==> config.mk <==
export PLATFORM = sky130hd
export DESIGN_NAME = seg_width_adapter
export DESIGN_NICKNAME = d
export VERILOG_FILES = /design/src/rtl/seg_adapter_pkg.sv /design/src/rtl/seg_addr_assembler.sv /design/src/rtl/seg_read_splitter.sv /design/src/rtl/seg_width_adapter.sv
export SDC_FILE = /design/constraint.sdc
export NUM_CORES = 1
export LEC_CHECK = 0
export BUFFER_PORTS_ARGS = -buffer_cell sky130_fd_sc_hd__buf_4
export CAP_MARGIN = 20
export CORE_MARGIN = 2
export CORE_UTILIZATION = 40
export CTS_BUF_LIST = sky130_fd_sc_hd__clkbuf_8
export DETAILED_ROUTE_END_ITERATION = 10
export GPL_TIMING_DRIVEN = 0
export PLACE_DENSITY = 0.68
export SLEW_MARGIN = 20
export SYNTH_ARGS = -nofsm -noshare
export SYNTH_HDL_FRONTEND = slang
export SYNTH_HIERARCHICAL = 1
export SYNTH_SLANG_ARGS = --single-unit
==> constraint.sdc <==
create_clock -name clk -period 4.1 [get_ports clk]
set_clock_uncertainty 0.2 [all_clocks]
set_input_delay 0.205 -clock clk [delete_from_list [all_inputs] [get_ports clk]]
set_output_delay 0.205 -clock clk [all_outputs]
set_load 0.05 [all_outputs]
==> src/rtl/seg_adapter_pkg.sv <==
package seg_adapter_pkg;
   // flag positions above the segment payload on the inbound bus
   localparam int FLAG_BURST_OFS = 1;
   localparam int FLAG_DUAL_OFS  = 0;
   localparam int FLAG_BITS      = 2;

   typedef struct packed {
      logic burst;
      logic dual;
   } seg_flags_t;

   function automatic int seg_count(input int word_w, input int seg_w);
      return word_w / seg_w;
   endfunction
endpackage

==> src/rtl/seg_addr_assembler.sv <==
module seg_addr_assembler
   import seg_adapter_pkg::*;
#(
   parameter int WORD_W = 32,
   parameter int SEG_W  = 16
) (
   input  logic                       clk,
   input  logic                       rst_n,
   input  logic                       in_valid,
   input  logic [SEG_W+FLAG_BITS-1:0] in_data,
   input  logic                       in_last,
   output logic                       out_valid,
   output logic [WORD_W-1:0]          out_word,
   output seg_flags_t                 out_flags
);
   localparam int NSEG  = seg_count(WORD_W, SEG_W);
   localparam int IDX_W = $clog2(NSEG);
   localparam logic [IDX_W-1:0] TOP_IDX = IDX_W'(NSEG - 1);

   logic [IDX_W-1:0]  idx_q;
   logic [SEG_W-1:0]  slot_q [NSEG];
   logic [WORD_W-1:0] word_nxt;
   logic [SEG_W-1:0]  payload;
   seg_flags_t        flags_in;

   assign payload        = in_data[SEG_W-1:0];
   assign flags_in.burst = in_data[SEG_W+FLAG_BURST_OFS];
   assign flags_in.dual  = in_data[SEG_W+FLAG_DUAL_OFS];

   always_ff @(posedge clk) begin
      if (!rst_n) begin
         idx_q <= '0;
      end else if (in_valid) begin
         if (in_last)
            idx_q <= '0;
         else if (idx_q != TOP_IDX)
            idx_q <= idx_q + 1'b1;
      end
   end

   for (genvar k = 0; k < NSEG; k++) begin : g_slot
      localparam logic [IDX_W-1:0] KI = IDX_W'(k);
      always_ff @(posedge clk) begin
         if (!rst_n)
            slot_q[k] <= '0;
         else if (in_valid && in_last)
            slot_q[k] <= '0;
         else if (in_valid && idx_q == KI)
            slot_q[k] <= payload;
      end
      assign word_nxt[k*SEG_W +: SEG_W] = (KI < idx_q)  ? slot_q[k] :
                                          (KI == idx_q) ? payload   : '0;
   end

   always_ff @(posedge clk) begin
      if (!rst_n) begin
         out_valid <= 1'b0;
         out_word  <= '0;
         out_flags <= '0;
      end else begin
         out_valid <= in_valid && in_last;
         if (in_valid && in_last) begin
            out_word  <= word_nxt;
            out_flags <= flags_in;
         end
      end
   end
endmodule

==> src/rtl/seg_read_splitter.sv <==
module seg_read_splitter
   import seg_adapter_pkg::*;
#(
   parameter int WORD_W = 32,
   parameter int SEG_W  = 16
) (
   input  logic              clk,
   input  logic              rst_n,
   input  logic              word_valid,
   output logic              word_ready,
   input  logic [WORD_W-1:0] word_data,
   input  logic              word_last,
   output logic              seg_valid,
   input  logic              seg_ready,
   output logic [SEG_W-1:0]  seg_data,
   output logic              seg_last
);
   localparam int NSEG  = seg_count(WORD_W, SEG_W);
   localparam int IDX_W = $clog2(NSEG);
   localparam logic [IDX_W-1:0] TOP_IDX = IDX_W'(NSEG - 1);

   logic [IDX_W-1:0] idx_q;
   logic [SEG_W-1:0] pieces [NSEG];
   logic             at_top;

   for (genvar k = 0; k < NSEG; k++) begin : g_piece
      assign pieces[k] = word_data[k*SEG_W +: SEG_W];
   end

   assign at_top     = (idx_q == TOP_IDX);
   assign seg_valid  = word_valid;
   assign seg_data   = pieces[idx_q];
   assign seg_last   = word_valid && word_last && at_top;
   assign word_ready = word_valid && seg_ready && at_top;

   always_ff @(posedge clk) begin
      if (!rst_n)
         idx_q <= '0;
      else if (word_valid && seg_ready)
         idx_q <= at_top ? '0 : idx_q + 1'b1;
   end
endmodule

==> src/rtl/seg_width_adapter.sv <==
module seg_width_adapter
   import seg_adapter_pkg::*;
#(
   parameter int WORD_W = 32,
   parameter int SEG_W  = 16
) (
   input  logic                       clk,
   input  logic                       rst_n,
   input  logic                       aseg_valid,
   input  logic [SEG_W+FLAG_BITS-1:0] aseg_data,
   input  logic                       aseg_last,
   output logic                       addr_valid,
   output logic [WORD_W-1:0]          addr_word,
   output logic                       addr_burst,
   output logic                       addr_dual,
   input  logic                       rword_valid,
   output logic                       rword_ready,
   input  logic [WORD_W-1:0]          rword_data,
   input  logic                       rword_last,
   output logic                       rseg_valid,
   input  logic                       rseg_ready,
   output logic [SEG_W-1:0]           rseg_data,
   output logic                       rseg_last
);
   if (SEG_W < 1 || WORD_W % SEG_W != 0) begin : g_bad_ratio
      $error("WORD_W must be a whole multiple of SEG_W");
   end
   if (WORD_W / SEG_W < 2) begin : g_bad_count
      $error("WORD_W must hold at least two segments");
   end

   seg_flags_t flags;

   seg_addr_assembler #(.WORD_W(WORD_W), .SEG_W(SEG_W)) u_asm (
      .clk       (clk),
      .rst_n     (rst_n),
      .in_valid  (aseg_valid),
      .in_data   (aseg_data),
      .in_last   (aseg_last),
      .out_valid (addr_valid),
      .out_word  (addr_word),
      .out_flags (flags)
   );
   assign addr_burst = flags.burst;
   assign addr_dual  = flags.dual;

   seg_read_splitter #(.WORD_W(WORD_W), .SEG_W(SEG_W)) u_split (
      .clk        (clk),
      .rst_n      (rst_n),
      .word_valid (rword_valid),
      .word_ready (rword_ready),
      .word_data  (rword_data),
      .word_last  (rword_last),
      .seg_valid  (rseg_valid),
      .seg_ready  (rseg_ready),
      .seg_data   (rseg_data),
      .seg_last   (rseg_last)
   );
endmodule

# After elaboration in Yosys (flattened, before gate mapping)
# Memories as Yosys holds them, arrays and structs flattened.
# Index checks and enable logic that the tools add are counted.
# Widths: inputs -> output; s select.
[totals] elab_cells=51 mem_count=1 ff_bits=37 ramBits=32 output_inout_bits=54 inputBits=57
[mem_list] name="u_asm.slot_q" depth=2 width=16 read_ports=2 rd_ports_with_merged_regs=0 write_ports=2 line="seg_addr_assembler.sv:21" rtl="logic [SEG_W-1:0] slot_q [NSEG];"
[op_classes] n_reduce_logical=7 magnitude_cmp=3 add_sub_neg=2 mux=26 n_bitwise=6
[ops] operator="$mux 16" count=11
[ops] operator="$mux 1" count=15
[ops] operator="$logic_and 1x1->1" count=7
[ops] operator="$or 1x1->1" count=4
[ops] operator="$add 1x1->1 const B" count=2
[ops] operator="$ge 2x2->1 const B" count=1
[ops] operator="$lt 1x1->1 const A" count=2
[ops] operator="$not 1->2" count=1
[ops] operator="$not 1->1" count=1

# Longest topological paths before layout
[depth] depth_word=7 mapped_depth=4 depth_no_buf=3

# By module
# The synthesis kept the hierarchy.
[modules_own_cells] module="seg_addr_assembler" cells_each=136 n_inst=1 seq_area_each_um2=1201.2 area_each_um2=1911.8
[modules_own_cells] module="seg_read_splitter" cells_each=26 n_inst=1 seq_area_each_um2=20.0 area_each_um2=326.6

# Worst setup path before layout
# Ideal clock, no wire load.
[synth_timing] path_kind="reg-to-reg" from="register u_asm.idx_q" to="memory u_asm.slot_q[0][0], enable pin" path_slack_ns=1.757 n_path_buf=1 required_ns=3.489 arrival_time_ns=1.731 stages_incl_launch_ff=4 setup_ns=0.411 period_less_slack_ns=2.343 path_cell_list="dfxtp_1 buf_6 nor2b_1 o21ai_0"
[synth_lines] element="start, declared" line="seg_addr_assembler.sv:20" rtl="logic [IDX_W-1:0] idx_q;"
[synth_lines] element="start signal, assigned" line="seg_addr_assembler.sv:37" rtl="idx_q <= idx_q + 1'b1;"
[synth_lines] element="end, declared" line="seg_addr_assembler.sv:21"

# Worst setup path in the final report
[layout_timing] from="register u_split.idx_q, in the netlist u_split/at_top" to="output rseg_data[12]"
[layout_via] elab_chain_len=4
[layout_rtl] element="start, declared" line="seg_read_splitter.sv:22" rtl="logic [IDX_W-1:0] idx_q;"
[layout_rtl] element="start signal, assigned" line="seg_read_splitter.sv:40" rtl="idx_q <= at_top ? '0 : idx_q + 1'b1;"
[layout_rtl] element="$not 1->2 (not written as such)" line="seg_read_splitter.sv:32" rtl="assign seg_data = pieces[idx_q];"
[layout_rtl] element="$mux 16 (not written as such) (3 in series)" line="seg_read_splitter.sv:32"
[layout_rtl] element="end, declared" line="seg_width_adapter.sv:22" rtl="output logic [SEG_W-1:0] rseg_data,"
# No other way between the ends. The select of a mux whose other input is x is not followed.

==> insert_results.sql <==
INSERT INTO impl_metrics (metric_group, metric, value, unit) VALUES
('status', 'outcome', 'finished clean', ''),
('setup_path', 'critPathBufInv', '2', ''),
('timing', 'timing_max_transition_violations_final', '0', ''),
('power', 'clock_power_share', '0.241', ''),
('detailed_routing', 'antenna_left', '0', ''),
('global_routing', 'grtUsageTotal', '0.179', ''),
('timing', 'timing.final.setup_violations', '0', ''),
('power', 'intPower', '0.000815', 'W'),
('floorplan', 'area_enclosed_by_the_die_boundary', '6210', 'sq um'),
('detailed_routing', 'drt-total-wl', '5650', 'um'),
('place', 'gp_congestion', '0.667', ''),
('place', 'place_hpwl', '4150', 'um'),
('floorplan', 'floorplan.die.width', '78.8', 'um'),
('detailed_routing', 'via_per_inst', '4.83', ''),
('logic_synthesis', 'synth_cell_type_count', '22', ''),
('clocking', 'cts_buffers', '5', ''),
('clocking', 'post_cts_buffers', '0', ''),
('clocking', 'clk_latency', '0.30', 'ns'),
('detailed_routing', 'routedWlPerCell', '15.1', 'um'),
('power', 'power.switching_fraction', '0.297', ''),
('floorplan', 'start_util', '0.412', ''),
('flow_run', 'drv.max_cap_violation_count', '0', ''),
('floorplan', 'core', '5440', 'sq um'),
('timing', 'part_of_the_cycle_the_worst_path_needs', '0.431', ''),
('setup_path', 'ff2ff_path_depth', '4', ''),
('detailed_routing', 'drc', '0', ''),
('detailed_routing', 'detailroute.via_count', '1803', ''),
('setup_path', 'path_cells', 'buf_6 -> mux2_4 -> buf_4', ''),
('worst_hold_path', 'holdCritPathClass', 'input pin to flop', ''),
('clocking', 'clock-sinks', '53', ''),
('logic_synthesis', 'netlist_instances', '162', ''),
('global_routing', 'first_global_vias', '1759', ''),
('power', 'combinationalPowerShare', '0.263', ''),
('logic_synthesis', 'syn-num-nets', '219', ''),
('setup_path', 'worst_r2r_start', 'u_asm/idx_q', ''),
('floorplan', 'die_h', '78.8', 'um'),
('cells_and_area', 'postLayoutCellArea', '3460', 'sq um'),
('setup_path', 'worst_path_max_delay_cell', 'sky130_fd_sc_hd__dfxtp_1', ''),
('setup_path', 'cp-start-kind', 'flop', ''),
('setup_path', 'category_of_the_most_critical_setup_path', 'flop to output pin', ''),
('clocking', 'tritoncts_clock_tree', 'built', ''),
('clocking', 'cts_root_buf', 'sky130_fd_sc_hd__clkbuf_8', ''),
('timing', 'slew_headroom', '0.777', ''),
('setup_path', 'critical_path.max_stage_delay', '0.37', 'ns'),
('cells_and_area', 'num-fill-cells', '437', ''),
('place', 'placed_area', '3170', 'sq um'),
('detailed_routing', '1st_iter_drt_viols', '69', ''),
('logic_synthesis', 'synth.avg_cell_area', '13.8', 'sq um'),
('timing', 'period_needed', '1.77', 'ns'),
('global_routing', 'grt_first_pass_wirelength', '8660', 'um'),
('detailed_routing', 'first_pass_iters', '4', ''),
('timing', 'fin_setup_tns', '0', 'ns'),
('worst_hold_path', 'min_delay_path_depth', '3', ''),
('floorplan', 'placementRows', '27', ''),
('power', 'leakagePower', '1.60', 'nW'),
('cells_and_area', 'final_layout_size_suffix_gt1_frac', '0.495', ''),
('global_routing', 'grt_max_degree', '16', ''),
('logic_synthesis', 'ys_seq_elements', '53', ''),
('setup_path', 'cp.required', '3.69', 'ns'),
('setup_path', 'critPathTopFamily', 'flip-flops', ''),
('timing', 'max_clock_freq', '566', 'MHz'),
('cells_and_area', 'layout.cells.most_common_list', 'sky130_fd_sc_hd__buf_4, sky130_fd_sc_hd__dfxtp_1, sky130_fd_sc_hd__dlygate4sd3_1', ''),
('logic_synthesis', 'netlist_area', '2240', 'sq um'),
('global_routing', 'grt.overflow.total', '0', ''),
('cells_and_area', 'most_common_library_cell_in_the_layout_ignoring_fill_and_taps', 'sky130_fd_sc_hd__buf_4', ''),
('timing', 'report.final.hold_viol_count', '0', ''),
('setup_path', 'critical_path.reg2reg.endpoint', 'u_asm/slot_q[0][4]', ''),
('timing', 'rsz0062_at_grt', 'no', ''),
('setup_path', 'arrival', '1.36', 'ns'),
('setup_path', 'timing.critical_path.to_type', 'output pin', ''),
('worst_hold_path', 'hold_path.startpoint', 'rst_n', '');
worst max path at each step:
stage                              start                  end  slack [ns]  cells after the start
final                     u_split/at_top        rseg_data[12]        2.33                      3
after global routing      u_split/at_top        rseg_data[12]        2.30                      3
after CTS                 u_split/at_top        rseg_data[12]        2.32                      3
after detailed placement     u_asm/idx_q  u_asm/slot_q[0][12]        2.51                      4
after global placement       u_asm/idx_q  u_asm/slot_q[0][12]        1.07                      3
after floorplan              u_asm/idx_q   u_asm/slot_q[0][0]        1.76                      3
power groups by stage:
| stage | Combinational [W] | Clock (W) | Sequential, W |
|---|---|---|---|
| final | 0.000305 | 0.000280 | 0.000575 |
| after global routing | 0.000319 | 0.000307 | 0.000578 |
| after CTS | 0.000306 | 0.000290 | 0.000575 |
| after detailed placement | 0.000291 | 0 | 0.000587 |
| after global placement | 0.000287 | 0 | 0.000587 |
| after floorplan | 0.000140 | 0 | 0.000628 |
layout make-up:
| cell class | count | area, sq um | share of cell area |
|---|---|---|---|
| clock buffer | 5 | 68.8 | 0.0199 |
| buffer | 12 | 106 | 0.0308 |
| tap | 72 | 90.1 | 0.0261 |
| inverter | 2 | 7.51 | 0.00217 |
| clock inverter | 3 | 15.0 | 0.00434 |
| sequential | 53 | 1220 | 0.353 |
| multi-input combinational | 95 | 907 | 0.262 |
| timing repair buffer | 131 | 1040 | 0.301 |
flip-flops by register name (all words and copies together) (netlist names):
signal	count
u_asm/slot_q	16
u_asm/out_flags	2
u_asm/out_word	32
u_split/at_top	1
u_asm/idx_q	1
u_asm/out_valid	1
through the flow:
stage | total power [W] | utilization
finish | 0.00116 | 0.636
global route | 0.00120 | 0.636
CTS | 0.00117 | 0.636
global placement | 0.000873 | 0.580
floorplan | 0.000768 | -
detailed placement | 0.000878 | 0.583
cells by family after synthesis:
group	after synthesis	share of synthesized area
flip-flops	53	0.546
AO/OA/AOI/OAI	37	0.147
multiplexers	33	0.183
AND/OR/NAND/NOR	25	0.0732
buffers and inverters	14	0.0509
per-layer routing:
| metal | GRT usage | vias up | wire length (um) |
|---|---|---|---|
| met2 | 0.302 | 67 | 2720 |
| met3 | 0.0511 | 9 | 391 |
| li1 | - | 880 | - |
| met5 | 0 | - | 0 |
| met1 | 0.226 | 847 | 2470 |
| met4 | 0.0456 | 0 | 65 |
cells in the mapped netlist:
master / count / share of area
sky130_fd_sc_hd__buf_6: 5 / 0.025
sky130_fd_sc_hd__inv_1: 2 / 0.0034
sky130_fd_sc_hd__mux2_4: 16 / 0.11
sky130_fd_sc_hd__nand2_1: 2 / 0.0034
sky130_fd_sc_hd__and3_1: 2 / 0.0056
sky130_fd_sc_hd__o21a_1: 1 / 0.0034
sky130_fd_sc_hd__nand2b_1: 1 / 0.0028
sky130_fd_sc_hd__dfxtp_1: 37 / 0.33
sky130_fd_sc_hd__and4bb_2: 1 / 0.0056
sky130_fd_sc_hd__and4_1: 1 / 0.0039
sky130_fd_sc_hd__o21ai_0: 1 / 0.0022
sky130_fd_sc_hd__and2_1: 16 / 0.045
sky130_fd_sc_hd__nor2b_1: 1 / 0.0028
sky130_fd_sc_hd__a22o_1: 18 / 0.070
sky130_fd_sc_hd__buf_8: 1 / 0.0067
sky130_fd_sc_hd__mux2i_1: 17 / 0.076
sky130_fd_sc_hd__buf_2: 4 / 0.0089
sky130_fd_sc_hd__nand3_2: 1 / 0.0045
sky130_fd_sc_hd__o2bb2ai_1: 16 / 0.063
sky130_fd_sc_hd__buf_4: 2 / 0.0067
sky130_fd_sc_hd__edfxtp_1: 16 / 0.21
sky130_fd_sc_hd__a21boi_4: 1 / 0.0084
tightest hold or removal path, delay by kind of cell:
family	cells	cell delay, ns
mux	1	0.06
buf+inv	1	0.14
simple gates	1	0.06
what timing repair did:
action                                  CTS  global route
hold buffers                             20             0
endpoints found under the setup margin    0             0
gates resized for setup                   0             0
hold endpoints to repair                 43             0
Note: power is estimated with default switching activity, not from simulation.
